--- config.mk ---
export PLATFORM = sky130hd
export DESIGN_NAME = sdram_wr_burst
export DESIGN_NICKNAME = d
export VERILOG_FILES = /design/src/rtl/sdram_wr_burst.sv
export SDC_FILE = /design/constraint.sdc
export NUM_CORES = 2
export LEC_CHECK = 0
export BUFFER_PORTS_ARGS = -buffer_cell sky130_fd_sc_hd__buf_2
export CAP_MARGIN = 10
export CORE_MARGIN = 2
export CORE_UTILIZATION = 59
export CTS_CLUSTER_DIAMETER = 200
export DETAILED_ROUTE_END_ITERATION = 8
export GPL_ROUTABILITY_DRIVEN = 0
export GPL_TIMING_DRIVEN = 0
export PLACE_DENSITY = 0.87
export SLEW_MARGIN = 15
export SYNTH_ARGS = -nofsm -noshare
export SYNTH_HDL_FRONTEND = slang
export SYNTH_SLANG_ARGS = --single-unit
export TNS_END_PERCENT = 5
--- constraint.sdc ---
create_clock -name clk -period 4.6 [get_ports clk]
set_clock_uncertainty 0.15 [all_clocks]
set_input_delay 0.46 -clock clk [delete_from_list [all_inputs] [get_ports clk]]
set_output_delay 0.46 -clock clk [all_outputs]
set_load 0.01 [all_outputs]
--- src/rtl/sdram_wr_burst.sv ---
module sdram_wr_burst #(
  parameter int DATA_W = 16,
  parameter int BANK_W = 2,
  parameter int COL_W  = 6
) (
  input  logic              clk,
  input  logic              rst_n,
  input  logic [1:0]        cmd,
  input  logic [BANK_W-1:0] cmd_bank,
  input  logic [COL_W-1:0]  cmd_col,
  input  logic              cmd_autopre,
  input  logic [2:0]        burst_code,
  input  logic [DATA_W-1:0] din,
  output logic              wr_en,
  output logic [BANK_W-1:0] wr_bank,
  output logic [COL_W-1:0]  wr_col,
  output logic              busy,
  output logic              done,
  output logic              pre_req,
  output logic [BANK_W-1:0] pre_bank,
  input  logic [BANK_W-1:0] rd_bank,
  input  logic [COL_W-1:0]  rd_col,
  output logic [DATA_W-1:0] rd_data
);
  localparam int LW    = COL_W + 1;
  localparam int WORDS = 1 << (BANK_W + COL_W);
  localparam logic [1:0] CMD_WR = 2'b01;
  localparam logic [1:0] CMD_BT = 2'b10;

  logic              active_r, full_r, ap_r;
  logic [BANK_W-1:0] bank_r;
  logic [COL_W-1:0]  col_r, mask_r;
  logic [LW-1:0]     left_r;

  logic              is_wr, is_bt, new_full, cur_full, cur_ap, last;
  logic [COL_W-1:0]  new_mask, cur_mask, cur_col, nxt_col;
  logic [LW-1:0]     cur_left;
  logic [BANK_W-1:0] cur_bank;

  always_comb begin
    case (burst_code)
      3'd1:    new_mask = COL_W'(1);
      3'd2:    new_mask = COL_W'(3);
      3'd3:    new_mask = COL_W'(7);
      3'd7:    new_mask = '1;
      default: new_mask = '0;
    endcase
  end

  assign is_wr    = (cmd == CMD_WR);
  assign is_bt    = (cmd == CMD_BT);
  assign new_full = (burst_code == 3'd7);

  assign cur_col  = is_wr ? cmd_col     : col_r;
  assign cur_mask = is_wr ? new_mask    : mask_r;
  assign cur_full = is_wr ? new_full    : full_r;
  assign cur_ap   = is_wr ? cmd_autopre : ap_r;
  assign cur_bank = is_wr ? cmd_bank    : bank_r;
  assign cur_left = is_wr ? ({1'b0, new_mask} + LW'(1)) : left_r;

  assign wr_en   = is_wr | (active_r & ~is_bt);
  assign last    = wr_en & ~cur_full & (cur_left == LW'(1));
  assign nxt_col = (cur_col & ~cur_mask) | ((cur_col + COL_W'(1)) & cur_mask);

  assign wr_col  = cur_col;
  assign wr_bank = cur_bank;
  assign done    = last;
  assign busy    = active_r;

  always_ff @(posedge clk) begin
    if (!rst_n) begin
      active_r <= 1'b0;
      full_r   <= 1'b0;
      ap_r     <= 1'b0;
      bank_r   <= '0;
      col_r    <= '0;
      mask_r   <= '0;
      left_r   <= '0;
      pre_req  <= 1'b0;
      pre_bank <= '0;
    end else begin
      pre_req  <= last & cur_ap;
      pre_bank <= cur_bank;
      if (wr_en) begin
        active_r <= ~last;
        full_r   <= cur_full;
        ap_r     <= cur_ap;
        bank_r   <= cur_bank;
        col_r    <= nxt_col;
        mask_r   <= cur_mask;
        left_r   <= cur_left - LW'(1);
      end else begin
        active_r <= 1'b0;
      end
    end
  end

  logic [DATA_W-1:0] mem [WORDS];

  always_ff @(posedge clk) begin
    if (wr_en) mem[{cur_bank, cur_col}] <= din;
  end

  assign rd_data = mem[{rd_bank, rd_col}];
endmodule

==> report_table.html, run 1 <==
<table>
<tr><th>Metric</th><th>Value</th></tr>
<tr><th colspan="2">Logic synthesis</th></tr>
<tr><td>Number of enable flip-flop cells after synthesis</td><td>4096</td></tr>
<tr><td>Post-synthesis instance total</td><td>7418</td></tr>
<tr><td>Nets in the synthesized netlist</td><td>7464</td></tr>
<tr><td>Leading cell types by total area after synthesis</td><td>sky130_fd_sc_hd__edfxtp_1 77%, sky130_fd_sc_hd__mux4_2 12%, sky130_fd_sc_hd__mux2i_1 2.6%, sky130_fd_sc_hd__nor2_1 0.75%, sky130_fd_sc_hd__o221ai_1 0.70%</td></tr>
<tr><td>Number of warning messages in the yosys log</td><td>0</td></tr>
<tr><td>Ranking of synthesized cells by instance count</td><td>4096 x sky130_fd_sc_hd__edfxtp_1, 860 x sky130_fd_sc_hd__mux4_2, 420 x sky130_fd_sc_hd__mux2i_1</td></tr>
<tr><td>Cell with the most instances after synthesis</td><td>sky130_fd_sc_hd__edfxtp_1</td></tr>
<tr><td>Ys async rst share</td><td>0%</td></tr>
<tr><td>Distinct cell type count of the synthesized netlist</td><td>67</td></tr>
<tr><td>Main flop type after synthesis</td><td>sky130_fd_sc_hd__edfxtp_1</td></tr>
<tr><td>Post-synth top area cell</td><td>sky130_fd_sc_hd__edfxtp_1</td></tr>
<tr><td>Post-synth top area share</td><td>77.18%</td></tr>
<tr><td>Register bit count reported by yosys</td><td>4123</td></tr>
<tr><td>Mean instance size in the synthesized netlist</td><td>around 21 sq um</td></tr>
<tr><td>Part of the Yosys area used for sequential elements</td><td>77.52%</td></tr>
<tr><td>Post-Syn Area</td><td>159400 sq um</td></tr>
<tr><th colspan="2">Placed design</th></tr>
<tr><td>Post-DP HPWL</td><td>between 300000 and 400000 um</td></tr>
<tr><td>Number of buffers inserted by port buffering</td><td>67</td></tr>
<tr><td>Placed inst area</td><td>169400 sq um</td></tr>
<tr><th colspan="2">Die</th></tr>
<tr><td>Height of the die</td><td>523.7 um</td></tr>
<tr><td>Initial core utilization</td><td>59.38%</td></tr>
<tr><td>Total number of placement rows</td><td>190</td></tr>
<tr><td>Boundary Pins</td><td>70</td></tr>
<tr><td>Die boundary width</td><td>523.7 um</td></tr>
<tr><th colspan="2">Timing</th></tr>
<tr><td>Type of pin the worst path ends at</td><td>output port</td></tr>
<tr><td>Endpoint with the least setup slack after the last repair</td><td>rd_data[14]</td></tr>
<tr><th colspan="2">Global route</th></tr>
<tr><td>Number of antenna violations at the first check in global routing</td><td>between 100 and 150</td></tr>
<tr><td>Largest net degree at the start of global routing</td><td>~150</td></tr>
<tr><td>Gr usage total</td><td>between 60 and 70%</td></tr>
<tr><td>GRT Residual Overflow</td><td>63</td></tr>
<tr><th colspan="2">Status</th></tr>
<tr><td>Tool error message</td><td>[ERROR GRT-0232] Routing congestion too high. Check the congestion heatmap in the GUI.</td></tr>
<tr><td>Last stage</td><td>global routing</td></tr>
<tr><td>Run status</td><td>did not finish</td></tr>
<tr><th colspan="2">CTS</th></tr>
<tr><td>CTS HTree Levels</td><td>5</td></tr>
<tr><td>Library cell used as clock root buffer</td><td>sky130_fd_sc_hd__clkbuf_16</td></tr>
<tr><td>Clock buffer depth</td><td>4</td></tr>
<tr><td>Number of buffers inserted during clock tree synthesis</td><td>400</td></tr>
<tr><td>Sinks on the clock net</td><td>4123</td></tr>
</table>
[per-stage QoR]
step	std cells	setup WS, ns	hold WS [ns]
CTS	12030	-0.2001	0.02640
detailed placement	11300	-2.189	0.3294
global placement	11040	-3.207	0.3015
floorplan	7418	1.163	0.2898
[kinds of logic after synthesis]
| group | synth area share (%) |
|---|---|
| simple gates | 2.091 |
| fa+ha+maj | 0.05338 |
| mux | 15.20 |
| xor+xnor | 0.04397 |
| buf+inv | 1.647 |
| compound gates | 3.448 |
| flops | 77.52 |
[metal layers]
metal  GRT overflow  track usage [%]
met1             15            61.47
met4              9            62.54
met5              1            42.55
met2             25            77.29
met3             13            59.11
[timing repair]
| action | 4_1_cts |
|---|---|
| resized for setup | 600 |
| setup endpoints to repair | 659 |
| endpoints found under the hold margin | 1119 |
| hold buffers | 27 |
| pin swaps | 39 |
| setup buffers | 7 |
==> run 2: changes to the inputs <==
--- a/config.mk
+++ b/config.mk
@@ -8,12 +8,11 @@
 export BUFFER_PORTS_ARGS = -buffer_cell sky130_fd_sc_hd__buf_2
 export CAP_MARGIN = 10
 export CORE_MARGIN = 2
-export CORE_UTILIZATION = 59
-export CTS_CLUSTER_DIAMETER = 200
+export CORE_UTILIZATION = 40
 export DETAILED_ROUTE_END_ITERATION = 8
 export GPL_ROUTABILITY_DRIVEN = 0
 export GPL_TIMING_DRIVEN = 0
-export PLACE_DENSITY = 0.87
+export PLACE_DENSITY_LB_ADDON = 0.15
 export SLEW_MARGIN = 15
 export SYNTH_ARGS = -nofsm -noshare
 export SYNTH_HDL_FRONTEND = slang
==> report_table.html, run 2 <==
<table>
<tr><th>Metric</th><th>Value</th></tr>
<tr><th colspan="2">Routing</th></tr>
<tr><td>Number of vias after detailed routing</td><td>around 86000</td></tr>
<tr><td>Starting DRC count in detailed routing</td><td>13730</td></tr>
<tr><td>1st-pass router iterations</td><td>7</td></tr>
<tr><td>Average detailed-routed wire length per instance</td><td>41.76 um</td></tr>
<tr><td>Post-route antenna net violation count</td><td>0</td></tr>
<tr><td>Vias per cell</td><td>approximately 6.2</td></tr>
<tr><td>DRC Markers</td><td>0</td></tr>
<tr><td>Total wirelength of the detailed-routed design</td><td>roughly 580000 um</td></tr>
<tr><th colspan="2">Final layout</th></tr>
<tr><td>Final cell utilization of the core</td><td>about 48%</td></tr>
<tr><td>Registers with the highest flip-flop counts</td><td>mem: 4096 flops, left_r: 7 flops</td></tr>
<tr><td>Area delta synth-&gt;final</td><td>18.91%</td></tr>
<tr><td>Final net count</td><td>8261</td></tr>
<tr><td>Most flops, register</td><td>mem</td></tr>
<tr><td>Commonest cells after routing, fill and taps aside</td><td>4096 x sky130_fd_sc_hd__edfxtp_1, 860 x sky130_fd_sc_hd__mux4_2, 443 x sky130_fd_sc_hd__clkbuf_16</td></tr>
<tr><td>Layout cell share with drive strength beyond 1</td><td>31.12%</td></tr>
<tr><td>Most common cell after layout, fill and taps aside</td><td>sky130_fd_sc_hd__edfxtp_1</td></tr>
<tr><td>Flip-flop count of the largest register, all copies and words added</td><td>~4100</td></tr>
<tr><th colspan="2">Logic synthesis</th></tr>
<tr><td>Number of enable flip-flop cells after synthesis</td><td>4096 (unchanged)</td></tr>
<tr><td>Main flop type after synthesis</td><td>sky130_fd_sc_hd__edfxtp_1</td></tr>
<tr><td>Part of the Yosys area used for sequential elements</td><td>77.52% (unchanged)</td></tr>
<tr><td>Post-synth top area share</td><td>77.18% (unchanged)</td></tr>
<tr><td>Ranking of synthesized cells by instance count</td><td>4096 x sky130_fd_sc_hd__edfxtp_1, 860 x sky130_fd_sc_hd__mux4_2, 420 x sky130_fd_sc_hd__mux2i_1</td></tr>
<tr><td>Leading cell types by total area after synthesis</td><td>sky130_fd_sc_hd__edfxtp_1 77%, sky130_fd_sc_hd__mux4_2 12%, sky130_fd_sc_hd__mux2i_1 2.6%, sky130_fd_sc_hd__nor2_1 0.75%, sky130_fd_sc_hd__o221ai_1 0.70%</td></tr>
<tr><td>Register bit count reported by yosys</td><td>4123 (unchanged)</td></tr>
<tr><td>Nets in the synthesized netlist</td><td>7464 (unchanged)</td></tr>
<tr><td>Mean instance size in the synthesized netlist</td><td>21.48 sq um (unchanged)</td></tr>
<tr><td>Ys async rst share</td><td>0% (unchanged)</td></tr>
<tr><td>Cell with the most instances after synthesis</td><td>sky130_fd_sc_hd__edfxtp_1</td></tr>
<tr><td>Post-Syn Area</td><td>159400 sq um (unchanged)</td></tr>
<tr><td>Number of warning messages in the yosys log</td><td>0 (unchanged)</td></tr>
<tr><td>Distinct cell type count of the synthesized netlist</td><td>67 (unchanged)</td></tr>
<tr><td>Post-synth top area cell</td><td>sky130_fd_sc_hd__edfxtp_1</td></tr>
<tr><td>Post-synthesis instance total</td><td>7418 (unchanged)</td></tr>
<tr><th colspan="2">Placed design</th></tr>
<tr><td>Post-DP HPWL</td><td>401600 um (+9.4%)</td></tr>
<tr><td>Pre-CTS WS</td><td>-1.968 ns (+0.2212 ns)</td></tr>
<tr><td>Number of buffers inserted by port buffering</td><td>67 (unchanged)</td></tr>
<tr><th colspan="2">Power and ir drop</th></tr>
<tr><td>Maximum ir drop on the vdd rail</td><td>between 0.3 and 0.4 mV</td></tr>
<tr><td>Static leakage</td><td>59.67 nW</td></tr>
<tr><td>Power density of the placed cells</td><td>433.4 nW/um^2</td></tr>
<tr><th colspan="2">Worst setup path</th></tr>
<tr><td>Data required time of the critical path</td><td>between 3 and 4 ns</td></tr>
<tr><td>Worst-path fanout max</td><td>10</td></tr>
<tr><td>Worst setup path class</td><td>in -&gt; out</td></tr>
<tr><td>Data arrival time of the critical path</td><td>approximately 4.3 ns</td></tr>
<tr><td>Worst reg-to-reg setup slack</td><td>0.02 ns</td></tr>
<tr><td>Critical path capture point type</td><td>primary output</td></tr>
<tr><td>Type of element launching the critical path</td><td>input pin</td></tr>
<tr><th colspan="2">CTS</th></tr>
<tr><td>Clock tree from TritonCTS</td><td>yes</td></tr>
<tr><td>CTS HTree Levels</td><td>5 (unchanged)</td></tr>
<tr><td>Number of buffers inserted during clock tree synthesis</td><td>439 (+9.8%)</td></tr>
<tr><td>Library cell used as clock root buffer</td><td>sky130_fd_sc_hd__clkbuf_16</td></tr>
<tr><td>Worst-skew pair later-pin latency</td><td>0.96 ns</td></tr>
<tr><td>Clock buffer depth</td><td>4 (unchanged)</td></tr>
<tr><td>Sinks on the clock net</td><td>4123 (unchanged)</td></tr>
<tr><td>Clk slew on worst S/H paths</td><td>0.06 ns</td></tr>
<tr><th colspan="2">Global route</th></tr>
<tr><td>GRT Residual Overflow</td><td>0</td></tr>
<tr><td>Met3 usage in global routing</td><td>6.094%</td></tr>
<tr><td>Largest net degree at the start of global routing</td><td>132</td></tr>
<tr><td>Via count of the first global-routing pass</td><td>approximately 83000</td></tr>
<tr><td>Met1 routing resource usage after global routing</td><td>37.70%</td></tr>
<tr><td>Gr usage total</td><td>28.10%</td></tr>
<tr><td>Global routing usage on met2</td><td>43.47%</td></tr>
<tr><td>Global-route wire length before repair</td><td>about 760000 um</td></tr>
<tr><td>Global routing's busiest layer</td><td>met2</td></tr>
<tr><td>Number of antenna violations at the first check in global routing</td><td>43</td></tr>
<tr><th colspan="2">Die</th></tr>
<tr><td>Boundary Pins</td><td>70 (unchanged)</td></tr>
<tr><td>Total number of placement rows</td><td>231 (+22%)</td></tr>
<tr><td>Height of the die</td><td>635.2 um (+21%)</td></tr>
<tr><td>Core Region</td><td>396300 sq um</td></tr>
<tr><td>Initial core utilization</td><td>40.22% (-19 points)</td></tr>
<tr><td>Die ar.</td><td>403500 sq um</td></tr>
<tr><td>Die boundary width</td><td>635.2 um (+21%)</td></tr>
<tr><th colspan="2">Status</th></tr>
<tr><td>Run status</td><td>complete, but fails checks</td></tr>
<tr><td>Failing checks</td><td>setup timing</td></tr>
<tr><th colspan="2">Timing</th></tr>
<tr><td>Pin slew with the least headroom to its limit</td><td>1.296 ns</td></tr>
<tr><td>Post-route worst setup slack</td><td>-0.3219 ns</td></tr>
<tr><td>Part of the cycle the worst path needs</td><td>107.0%</td></tr>
<tr><td>Setup repair after global routing missed its margin</td><td>yes</td></tr>
<tr><td>Final Hold Fails</td><td>0</td></tr>
<tr><td>Peak Freq</td><td>about 200 MHz</td></tr>
<tr><td>Clock period minus final worst setup slack</td><td>4.922 ns</td></tr>
<tr><td>Max-Slew Margin vs Limit</td><td>13.33%</td></tr>
<tr><td>Max Transition Viols Final</td><td>0</td></tr>
<tr><td>Final number of setup-violating endpoints</td><td>91</td></tr>
<tr><th colspan="2">Hold path</th></tr>
<tr><td>Type of the most critical hold path</td><td>in -&gt; reg</td></tr>
<tr><th colspan="2">Job</th></tr>
<tr><td>Total of max-cap violations</td><td>0</td></tr>
</table>
==> run 2: stage by stage <==
step	cells	total power [mW]	hold slack, ns	setup TNS [ns]	instance area [sq um]
floorplan	7418	44.24	0.2898	0	159400
global placement	12730	47.03	0.3138	-8640.87	166300
detailed placement	12950	47.17	0.3145	-1800.94	172200
CTS	13800	82.24	0.007650	-1.350	188900
global route	13830	83.81	0.05888	-2.010	189500
finish	13840	82.13	0.06293	-5.980	189500
==> run 2: cell families after synthesis <==
family / after synthesis / synth area share [%]
AOI/OAI and AO/OA: 754 / 3.448
xor gates and xnor gates: 8 / 0.04397
adders and majority gates: 7 / 0.05338
buffers and inverters: 463 / 1.647
DFF: 4123 / 77.52
muxes: 1338 / 15.20
and+or+nand+nor: 725 / 2.091
==> run 2: path summary, 6_finish.rpt <==
kind	startpoint	end	cells past startpoint
setup / recovery	rd_col[0]	rd_data[1]	14
hold / removal	cmd_col[0]	col_r[0]$_SDFFE_PN0P_	6
setup reg to reg	busy$_SDFF_PN0_	mem[48][3]$_DFFE_PP_	8
hold reg to reg	col_r[0]$_SDFFE_PN0P_	col_r[0]$_SDFFE_PN0P_	1
==> run 2: repair_timing <==
item	in CTS	in global routing
gates cloned	0	0
hold endpoints to repair	1115	0
resized for setup	567	110
setup buffers	20	22
pin swaps	54	29
hold buffers	29	0
setup endpoints to repair	17	76
==> run 2: routing by layer <==
metal,wire length [um],vias to the layer above
li1,-,33210
met1,221600,46730
met2,264500,5281
met3,57040,1193
met4,34520,14
met5,109,-
==> run 2: critical path, stage by stage <==
cell,delay (ns)
sky130_fd_sc_hd__buf_4,0.19
sky130_fd_sc_hd__buf_12,0.20
sky130_fd_sc_hd__buf_12,0.18
sky130_fd_sc_hd__buf_12,0.22
sky130_fd_sc_hd__buf_8,0.28
sky130_fd_sc_hd__mux2_2,0.22
sky130_fd_sc_hd__a221oi_1,0.08
sky130_fd_sc_hd__a32oi_2,0.30
sky130_fd_sc_hd__nand4_1,0.52
sky130_fd_sc_hd__nor4_4,0.47
sky130_fd_sc_hd__buf_6,0.23
sky130_fd_sc_hd__o31ai_2,0.19
sky130_fd_sc_hd__nor3_2,0.43
sky130_fd_sc_hd__buf_2,0.20
==> run 2: layout make-up <==
| class | instances | area, sq um |
|---|---|---|
| Sequential cell | 4123 | 123500 |
| Clock inverter | 266 | 2660 |
| Timing Repair Buffer | 359 | 5246 |
| Clock buffer | 536 | 11500 |
| Buffer | 446 | 3889 |
| Fill cell | 32330 | 206800 |
| Tap cell | 5242 | 6559 |
| Multi-Input combinational cell | 2832 | 36010 |
| Inverter | 14 | 52.55 |
| Antenna cell | 18 | 45.04 |
==> run 2: power breakdown <==
group / total, mW / switching, mW / internal, mW
sequential: 41.4 / 0.0161 / 41.4
combinational: 5.44 / 3.77 / 1.68
clock: 35.3 / 15.0 / 20.3
total: 82.1 / 18.8 / 63.3
(Power assumes the default switching activity.)
